File: src/rtl/dbell_pkg.sv
package dbell_pkg;
  localparam int DATA_W = 32;
  localparam int ADDR_W = 8;
  localparam int DEST_W = 16;
  localparam int VEC_W  = 8;
  localparam int EVT_W  = 8;
  localparam int ID_W   = 16;
  localparam int VCNT_W = VEC_W + 1;

  localparam logic [ADDR_W-1:0] WR_ALIGN = 8'hFC;

  typedef enum logic [ADDR_W-1:0] {
    OFF_ENABLE  = 8'h00,
    OFF_PENDING = 8'h04,
    OFF_SELF_ID = 8'h08,
    OFF_RING    = 8'h0C
  } reg_off_e;
endpackage

File: src/rtl/dbell_irq_unit.sv
module dbell_irq_unit
  import dbell_pkg::*;
(
  input  logic              clk_i,
  input  logic              rst_ni,
  input  logic              en_we_i,
  input  logic              pend_we_i,
  input  logic              pend_rd_i,
  input  logic [DATA_W-1:0] wdata_i,
  input  logic              evt_valid_i,
  input  logic [EVT_W-1:0]  evt_byte_i,
  output logic [DATA_W-1:0] enable_o,
  output logic [DATA_W-1:0] pending_o,
  output logic              irq_o
);
  logic [DATA_W-1:0] enable_q, pending_q, pending_d;

  // event beats write, write beats read-clear
  always_comb begin
    pending_d = pending_q;
    if (evt_valid_i)    pending_d = {{(DATA_W-EVT_W){1'b0}}, evt_byte_i};
    else if (pend_we_i) pending_d = wdata_i;
    else if (pend_rd_i) pending_d = '0;
  end

  always_ff @(posedge clk_i or negedge rst_ni) begin
    if (!rst_ni) begin
      enable_q  <= '0;
      pending_q <= '0;
    end else begin
      if (en_we_i) enable_q <= wdata_i;
      pending_q <= pending_d;
    end
  end

  assign enable_o  = enable_q;
  assign pending_o = pending_q;
  assign irq_o     = |(pending_q & enable_q);


  evt_wins_chk: assert property (@(posedge clk_i) disable iff (!rst_ni)
    evt_valid_i |=> pending_q == {{(DATA_W-EVT_W){1'b0}}, $past(evt_byte_i)});


  rd_clr_chk: assert property (@(posedge clk_i) disable iff (!rst_ni)
    (pend_rd_i && !pend_we_i && !evt_valid_i) |=> pending_q == '0);


  enable_hold_chk: assert property (@(posedge clk_i) disable iff (!rst_ni)
    !en_we_i |=> $stable(enable_q));


  irq_rise_chk: assert property (@(posedge clk_i) disable iff (!rst_ni)
    $rose(irq_o) |-> $past(en_we_i || pend_we_i || evt_valid_i));
endmodule

File: src/rtl/dbell_ring_filter.sv
module dbell_ring_filter
  import dbell_pkg::*;
#(
  parameter int NUM_PEERS = 8,
  parameter int PCNT_W    = $clog2(NUM_PEERS + 1)
) (
  input  logic                        clk_i,
  input  logic                        rst_ni,
  input  logic                        ring_we_i,
  input  logic [DEST_W-1:0]           dest_i,
  input  logic [VEC_W-1:0]            vec_i,
  input  logic [PCNT_W-1:0]           peer_count_i,
  input  logic [NUM_PEERS*VCNT_W-1:0] vec_counts_i,
  output logic                        notify_valid_o,
  output logic [DEST_W-1:0]           notify_dest_o,
  output logic [VEC_W-1:0]            notify_vec_o
);
  localparam int IDX_W = (NUM_PEERS > 1) ? $clog2(NUM_PEERS) : 1;
  localparam logic [DEST_W:0] TABLE_LIM = (DEST_W+1)'(NUM_PEERS);

  logic [VCNT_W-1:0] cnt_arr [NUM_PEERS];
  logic [IDX_W-1:0]  idx;
  logic              in_table, dest_ok, vec_ok, hit;
  logic [VCNT_W-1:0] sel_cnt;
  logic              valid_q;
  logic [DEST_W-1:0] dest_q;
  logic [VEC_W-1:0]  vec_q;

  for (genvar p = 0; p < NUM_PEERS; p++) begin : g_unpack
    assign cnt_arr[p] = vec_counts_i[p*VCNT_W +: VCNT_W];
  end

  assign idx      = dest_i[IDX_W-1:0];
  assign in_table = {1'b0, dest_i} < TABLE_LIM;
  assign sel_cnt  = in_table ? cnt_arr[idx] : '0;
  assign dest_ok  = in_table && (dest_i < DEST_W'(peer_count_i));
  assign vec_ok   = VCNT_W'(vec_i) < sel_cnt;
  assign hit      = ring_we_i && dest_ok && vec_ok;

  always_ff @(posedge clk_i or negedge rst_ni) begin
    if (!rst_ni) begin
      valid_q <= 1'b0;
      dest_q  <= '0;
      vec_q   <= '0;
    end else begin
      valid_q <= hit;
      if (hit) begin
        dest_q <= dest_i;
        vec_q  <= vec_i;
      end
    end
  end

  assign notify_valid_o = valid_q;
  assign notify_dest_o  = dest_q;
  assign notify_vec_o   = vec_q;


  pulse_src_chk: assert property (@(posedge clk_i) disable iff (!rst_ni)
    notify_valid_o |-> $past(ring_we_i));


  dest_range_chk: assert property (@(posedge clk_i) disable iff (!rst_ni)
    notify_valid_o |-> notify_dest_o < DEST_W'($past(peer_count_i)));


  vec_range_chk: assert property (@(posedge clk_i) disable iff (!rst_ni)
    notify_valid_o |-> VCNT_W'(notify_vec_o) < $past(sel_cnt));
endmodule

File: src/rtl/dbell_rd_mux.sv
module dbell_rd_mux
  import dbell_pkg::*;
(
  input  logic [ADDR_W-1:0] addr_i,
  input  logic [DATA_W-1:0] enable_i,
  input  logic [DATA_W-1:0] pending_i,
  input  logic              mapped_i,
  input  logic [ID_W-1:0]   local_id_i,
  output logic [DATA_W-1:0] rd_data_o
);
  always_comb begin
    unique case (addr_i)
      OFF_ENABLE:  rd_data_o = enable_i;
      OFF_PENDING: rd_data_o = pending_i;
      OFF_SELF_ID: rd_data_o = mapped_i ? {{(DATA_W-ID_W){1'b0}}, local_id_i} : '1;
      default:     rd_data_o = '0;
    endcase
  end
endmodule

File: src/rtl/dbell_regs.sv
module dbell_regs
  import dbell_pkg::*;
#(
  parameter int NUM_PEERS = 8,
  localparam int PCNT_W   = $clog2(NUM_PEERS + 1)
) (
  input  logic                        clk_i,
  input  logic                        rst_ni,
  input  logic                        wr_en_i,
  input  logic                        rd_en_i,
  input  logic [ADDR_W-1:0]           addr_i,
  input  logic [DATA_W-1:0]           wdata_i,
  output logic [DATA_W-1:0]           rd_data_o,
  output logic                        irq_o,
  input  logic                        evt_valid_i,
  input  logic [EVT_W-1:0]            evt_byte_i,
  input  logic                        mapped_i,
  input  logic [ID_W-1:0]             local_id_i,
  input  logic [PCNT_W-1:0]           peer_count_i,
  input  logic [NUM_PEERS*VCNT_W-1:0] vec_counts_i,
  output logic                        notify_valid_o,
  output logic [DEST_W-1:0]           notify_dest_o,
  output logic [VEC_W-1:0]            notify_vec_o
);
  logic [ADDR_W-1:0] wr_off;
  logic              en_we, pend_we, pend_rd, ring_we;
  logic [DATA_W-1:0] enable_w, pending_w;

  assign wr_off  = addr_i & WR_ALIGN;
  assign en_we   = wr_en_i && (wr_off == OFF_ENABLE);
  assign pend_we = wr_en_i && (wr_off == OFF_PENDING);
  assign ring_we = wr_en_i && (wr_off == OFF_RING);
  assign pend_rd = rd_en_i && (addr_i == OFF_PENDING);

  dbell_irq_unit u_irq (
    .clk_i       (clk_i),
    .rst_ni      (rst_ni),
    .en_we_i     (en_we),
    .pend_we_i   (pend_we),
    .pend_rd_i   (pend_rd),
    .wdata_i     (wdata_i),
    .evt_valid_i (evt_valid_i),
    .evt_byte_i  (evt_byte_i),
    .enable_o    (enable_w),
    .pending_o   (pending_w),
    .irq_o       (irq_o)
  );

  dbell_ring_filter #(.NUM_PEERS(NUM_PEERS), .PCNT_W(PCNT_W)) u_ring (
    .clk_i          (clk_i),
    .rst_ni         (rst_ni),
    .ring_we_i      (ring_we),
    .dest_i         (wdata_i[DATA_W-1 -: DEST_W]),
    .vec_i          (wdata_i[VEC_W-1:0]),
    .peer_count_i   (peer_count_i),
    .vec_counts_i   (vec_counts_i),
    .notify_valid_o (notify_valid_o),
    .notify_dest_o  (notify_dest_o),
    .notify_vec_o   (notify_vec_o)
  );

  dbell_rd_mux u_rd (
    .addr_i     (addr_i),
    .enable_i   (enable_w),
    .pending_i  (pending_w),
    .mapped_i   (mapped_i),
    .local_id_i (local_id_i),
    .rd_data_o  (rd_data_o)
  );


  self_id_wr_chk: assert property (@(posedge clk_i) disable iff (!rst_ni)
    (wr_en_i && wr_off == OFF_SELF_ID && !evt_valid_i && !rd_en_i)
      |=> $stable(pending_w) && $stable(enable_w));
endmodule

File: config.mk
export PLATFORM = sky130hd
export DESIGN_NAME = dbell_regs
export DESIGN_NICKNAME = d
export VERILOG_FILES = /design/src/rtl/dbell_pkg.sv /design/src/rtl/dbell_irq_unit.sv /design/src/rtl/dbell_ring_filter.sv /design/src/rtl/dbell_rd_mux.sv /design/src/rtl/dbell_regs.sv
export SDC_FILE = /design/constraint.sdc
export NUM_CORES = 1
export LEC_CHECK = 0
export CAP_MARGIN = 15
export CORE_MARGIN = 2
export CORE_UTILIZATION = 40
export CTS_BUF_LIST = sky130_fd_sc_hd__clkbuf_16
export CTS_CLUSTER_SIZE = 14
export DETAILED_ROUTE_END_ITERATION = 7
export PLACE_DENSITY = 0.8
export SKIP_CTS_REPAIR_TIMING = 1
export SLEW_MARGIN = 20
export SYNTH_ARGS = -nofsm -noshare
export SYNTH_HDL_FRONTEND = slang
export SYNTH_SLANG_ARGS = --single-unit
File: constraint.sdc
create_clock -name clk_i -period 2.91 [get_ports clk_i]
set_input_delay 0.291 -clock clk_i [delete_from_list [all_inputs] [get_ports clk_i]]
set_output_delay 0.291 -clock clk_i [all_outputs]
set_load 0.005 [all_outputs]
* After elaboration in Yosys (flattened, before gate mapping)
Cells that the tools add are included.
Cells by class: add/sub/neg operators 0, $mul 0, divide/modulo/power cells 0, order comparisons 4, equality and inequality tests 4, shifts and indexed selects 0, multiplexer cells 9, bitwise operators 2, reduce and logical (&&, ||, !) cells 11
Operators with widths (count):
- $mux W32 | 4
- $pmux W32 S3 | 1
- $and A32 B32 Y32 | 1
- $reduce_or A32 Y1 | 1
- $bmux W9 S3 | 1
- $mux W9 | 3
- $logic_not A8 Y1 | 2
- $lt A16 B4 Y1 | 1
- $lt A16 B4 Y1 const B | 1
- $lt A8 B9 Y1 | 1
- $eq A8 B3 Y1 const B | 1
- $eq A8 B4 Y1 const B | 1
- $logic_and A1 B1 Y1 | 7
- $eq A6 B1 Y1 const B | 1
- $eq A6 B2 Y1 const B | 1
- $ge A4 B4 Y1 const B | 1
- $not A3 Y4 | 1
- $reduce_bool A3 Y1 | 1
Storage, ports and cells: flip-flop bits (word level) 89, latch bits 0, RAM bits 0, bits in read-only memories 0, input bits 146, output and inout bits 58, logic and storage cells 35, memories 0

* Logic depth before layout (Yosys ltp)
word-level depth 7, depth in mapped cells 14, depth with buffers taken out 11

* Modules after synthesis
Synthesis repeated with hierarchy kept, for this count alone.
Second synthesis, totals: cells, all modules 464, area total of the unflattened synthesis 5182.5 um^2
Modules (own cells, without submodules):
- dbell_irq_unit | times used 1, cells each 189, area an instance 2597.5 um^2
- dbell_ring_filter | times used 1, cells each 132, area an instance 1757.9 um^2
- dbell_rd_mux | times used 1, cells each 135, area an instance 758.2 um^2
- dbell_regs | times used 1, cells each 8, area an instance 68.8 um^2

* Least setup slack after synthesis
No wires, ideal clock.
path kind input to register, from input wdata_i[16], to register u_ring.vec_q[0] (netlist: u_ring.notify_vec_o[0]), library setup time 0.125 ns, arrival 3.553 ns, slack -0.768 ns, cell stages on the path 14, buffers on the path 4, path through buf_6 -> buf_1 -> mux4_2 -> mux2_2 -> nand2_1 -> ha_1 -> a21oi_1 -> nand2_1 -> a211oi_1 -> a21oi_1 -> or4b_1 -> buf_2 -> buf_6 -> mux2_4
On the way: word-level cells in the longest chain between the ends 7
Ends and longest elaborated chain:
- start: declaration | RTL line dbell_regs.sv:12 | input logic [DATA_W-1:0] wdata_i,
- parallel branches: the longest is 6 deep, another holds $lt A16 B4 Y1
- $logic_and A1 B1 Y1 * | RTL line dbell_ring_filter.sv:38 | assign hit = ring_we_i && dest_ok && vec_ok;
- end signal: assignment | RTL line dbell_ring_filter.sv:49 | vec_q <= vec_i;
- end: declaration | RTL line dbell_ring_filter.sv:27 | logic [VEC_W-1:0] vec_q;
Every way passes the cells marked *. The select of a mux whose other input is x is not followed. A chain may end at the register's enable or synchronous reset.

* Final worst setup path
from input wdata_i[16], to register u_ring.vec_q[5] (netlist: u_ring.notify_vec_o[5])
Same word-level chain as after synthesis.

==> flow_summary_export.csv <==
group,metric,value,unit
route,wl_met2,9060,um
route,first_iter_violations,355,
timing,fin_tns_setup,-4.83,ns
die,initial_core_util,40.6,%
logic_synthesis,ys.flop_type,"dfrtp_1",
final_layout,mostFrequentLayoutCell,"clkdlybuf4s50_1",
route,met1_length,6180,um
logic_synthesis,syn-num-nets,544,
die,core-area,11900,um2
pwr,p_int,2.49,mW
timing,clock-skew-final,0,ns
logic_synthesis,synth_top_area_share,46.0,%
route,wl_per_cell,21.8,um
pwr,switching_share,23.0,%
run,drv_cap,0,
final_layout,fin_nets,794,
pwr,p_comb_share,17.5,%
worst_setup_path,required,3.13,ns
place,dpl.hpwl,12600,um
die,placementRows,40,
place,placedCellCount,761,
logic_synthesis,synth.distinct_cells,40,
logic_synthesis,synth-seq-cells,89,
status,outcome,"finished with violations",
die,die_x,114,um
timing,min_period,3.09,ns
worst_setup_path,r2r_slack,1.96,ns
clocking,cts_tree,"done",
timing,tightest_slew,0.808,ns
final_layout,drive_gt1_share,30.6,%
route,drc,1,
logic_synthesis,yosysSeqAreaShare,46.0,%
route,routed-via-count,4636,
timing,final_hold_viol_count,0,
die,ioPinCount,204,
timing,rsz0062_at_grt,"yes",
timing,min_period_over_period,106,%
route,dr.pass1.iters,8,
clocking,clk_latency,0.34,ns
route,top_layer,"met4",
route,ant_nets,0,
final_layout,num_antenna_cells,0,
clocking,cts_sinks,89,
logic_synthesis,synthTopCellsByArea,"dfrtp_1, mux2_2, mux4_2, a221o_1, a22o_1",
route,wl_met3,1420,um
pwr,power_density,394,nW/um2
grt,grt_start_max_net_pins,90,
timing,fmax,323,MHz
pwr,p_total,3.24,mW
worst_setup_path,worst_setup_path_start_kind,"primary input",
worst_setup_path,crit_buf_inv,3,
timing,setup_ws,-0.184,ns
die,die_h,114,um
route,routed_wl,17200,um
logic_synthesis,syn-instance-count,388,
final_layout,final_cell_mix,"clkdlybuf4s50_1, dfrtp_1, buf_4, dlymetal6s2s_1, mux2_2",
final_layout,fin_cells,788,
logic_synthesis,synth_edf_count,0,
status,failed_checks,"design-rule violations, negative setup slack",
clocking,clockBufferDepth,2,
place,place_ws,-0.851,ns
clocking,htree_levels,3,
worst_setup_path,crit_type,"primary input to flop",
clocking,cts_root_buf,"clkbuf_16",
place,gp_congestion,0.868,
timing,maxSlewViolCount,0,
timing,relSlewSlack,46.2,%
pwr,max-vdd-ir-drop,0.362,mV
grt,grt_pass1_vias,4761,
place,io_buffers,203,
worst_hold_path,hold_class,"primary input to async pin",
worst_setup_path,crit_family,"multiplexers",
grt,overflow,0,
pwr,seqPwrFrac,42.2,%
route,viasPerCell,5.88,
logic_synthesis,syn_avg_cell_area,12.5,um2
logic_synthesis,synth_area,4840,um2
grt,antenna_found_initial,0,
pwr,clkPwrFrac,40.3,%
final_layout,fin_util,69.1,%
clocking,clk_pin_slew,0.06,ns
logic_synthesis,synthArstFlopShare,100,%
grt,grt_pass1_wl,25100,um
logic_synthesis,yosysWarnings,0,
worst_setup_path,path_max_fanout,8,
pwr,leakage,4.01,nW
clocking,numCtsBuffers,9,
worst_setup_path,cp_slowest_cell,"or4b_4",
logic_synthesis,synth_top_cell_by_area,"dfrtp_1",
worst_setup_path,worstPathArrival,3.32,ns
die,die-area,13000,um2
pwr,p_sw,0.746,mW
worst_setup_path,cpPeakStageDelay,0.59,ns
worst_setup_path,endpoint_kind,"flop",
grt,grt_use_total,25.3,%
timing,setup_violations,54,
worst_setup_path,worstPathCellList,"clkbuf_4 > buf_12 > mux4_2 > mux2_4 > nand2_4 > ha_4 > a21oi_2 > nand2_1 > a211oi_2 > a21oi_2 > or4b_4 > clkbuf_16 > mux2_4",
final_layout,syn_to_final_growth,70.3,%
synth_stat cells, types with 4 or more instances:
library cell  instances
dfrtp_1              89
mux2_2               39
a221o_1              32
inv_1                28
a22o_1               26
clkbuf_1             24
a21oi_1              20
mux4_2               18
and2_1               13
a22oi_1              12
nand2_1              12
ha_1                 10
a222oi_1              8
mux2_4                7
mux2_1                4
nand4_1               4
nor2_1                4
nor3_1                4
nor4_1                4
area by class of cell:
cell class	count	area, um2
multi-input cells	242	2620
inverters	28	105
flip-flops and latches	89	2230
well taps	147	184
clock buffers	9	225
clock inverters	5	106
fillers	829	3680
repair buffers	268	2770
registers in the layout (all words and copies together), names as in the netlist:
register and count:
u_ring.notify_vec_o 8, u_ring.notify_dest_o 16, u_irq.enable_o 32, u_ring.notify_valid_o 1, u_irq.pending_o 32
per-layer routing:
layer	GRT usage, %	vias up
met1	29.7	2327
met2	45.1	257
li1	-	2016
met3	6.54	36
met4	8.37	0
met5	0	-
stage by stage:
step | hold WS (ns) | cell area, um2
floorplan | -0.00459 | 4910
global placement | 0.471 | 7470
detailed placement | 0.474 | 7470
CTS | 0.208 | 7800
global route | 0.0944 | 8240
finish | 0.0224 | 8240
final timing paths:
kind / start / end / cells past startpoint
min in group clk_i: wdata_i[28] / u_irq.pending_o[28]$_DFFE_PN0P_ / 3
max in group asynchronous: rst_ni / u_irq.enable_o[13]$_DFFE_PN0P_ / 1
max reg2reg: u_irq.pending_o[5]$_DFFE_PN0P_ / u_irq.pending_o[5]$_DFFE_PN0P_ / 2
max: wdata_i[16] / u_ring.notify_vec_o[5]$_DFFE_PN0P_ / 13
min reg2reg: u_ring.notify_dest_o[12]$_DFFE_PN0P_ / u_ring.notify_dest_o[12]$_DFFE_PN0P_ / 1
min: rst_ni / u_irq.enable_o[6]$_DFFE_PN0P_ / 1
kinds of logic after synthesis:
logic type	count (synthesis)	share of synthesized area [%]
buf+inv	57	4.79
compound gates	106	18.2
flops	89	46.0
fa+ha+maj	10	2.59
simple gates	57	7.63
mux	69	20.8
power by group through the flow:
| stage | sequential, mW | clock [mW] | combinational, mW |
|---|---|---|---|
| after floorplan | 1.37 | 0 | 0.200 |
| after global placement | 1.38 | 0 | 0.529 |
| after detailed placement | 1.39 | 0 | 0.544 |
| after CTS | 1.37 | 1.32 | 0.547 |
| after global routing | 1.38 | 1.37 | 0.600 |
| final | 1.37 | 1.31 | 0.566 |
Power figures use the tool's default switching activity.
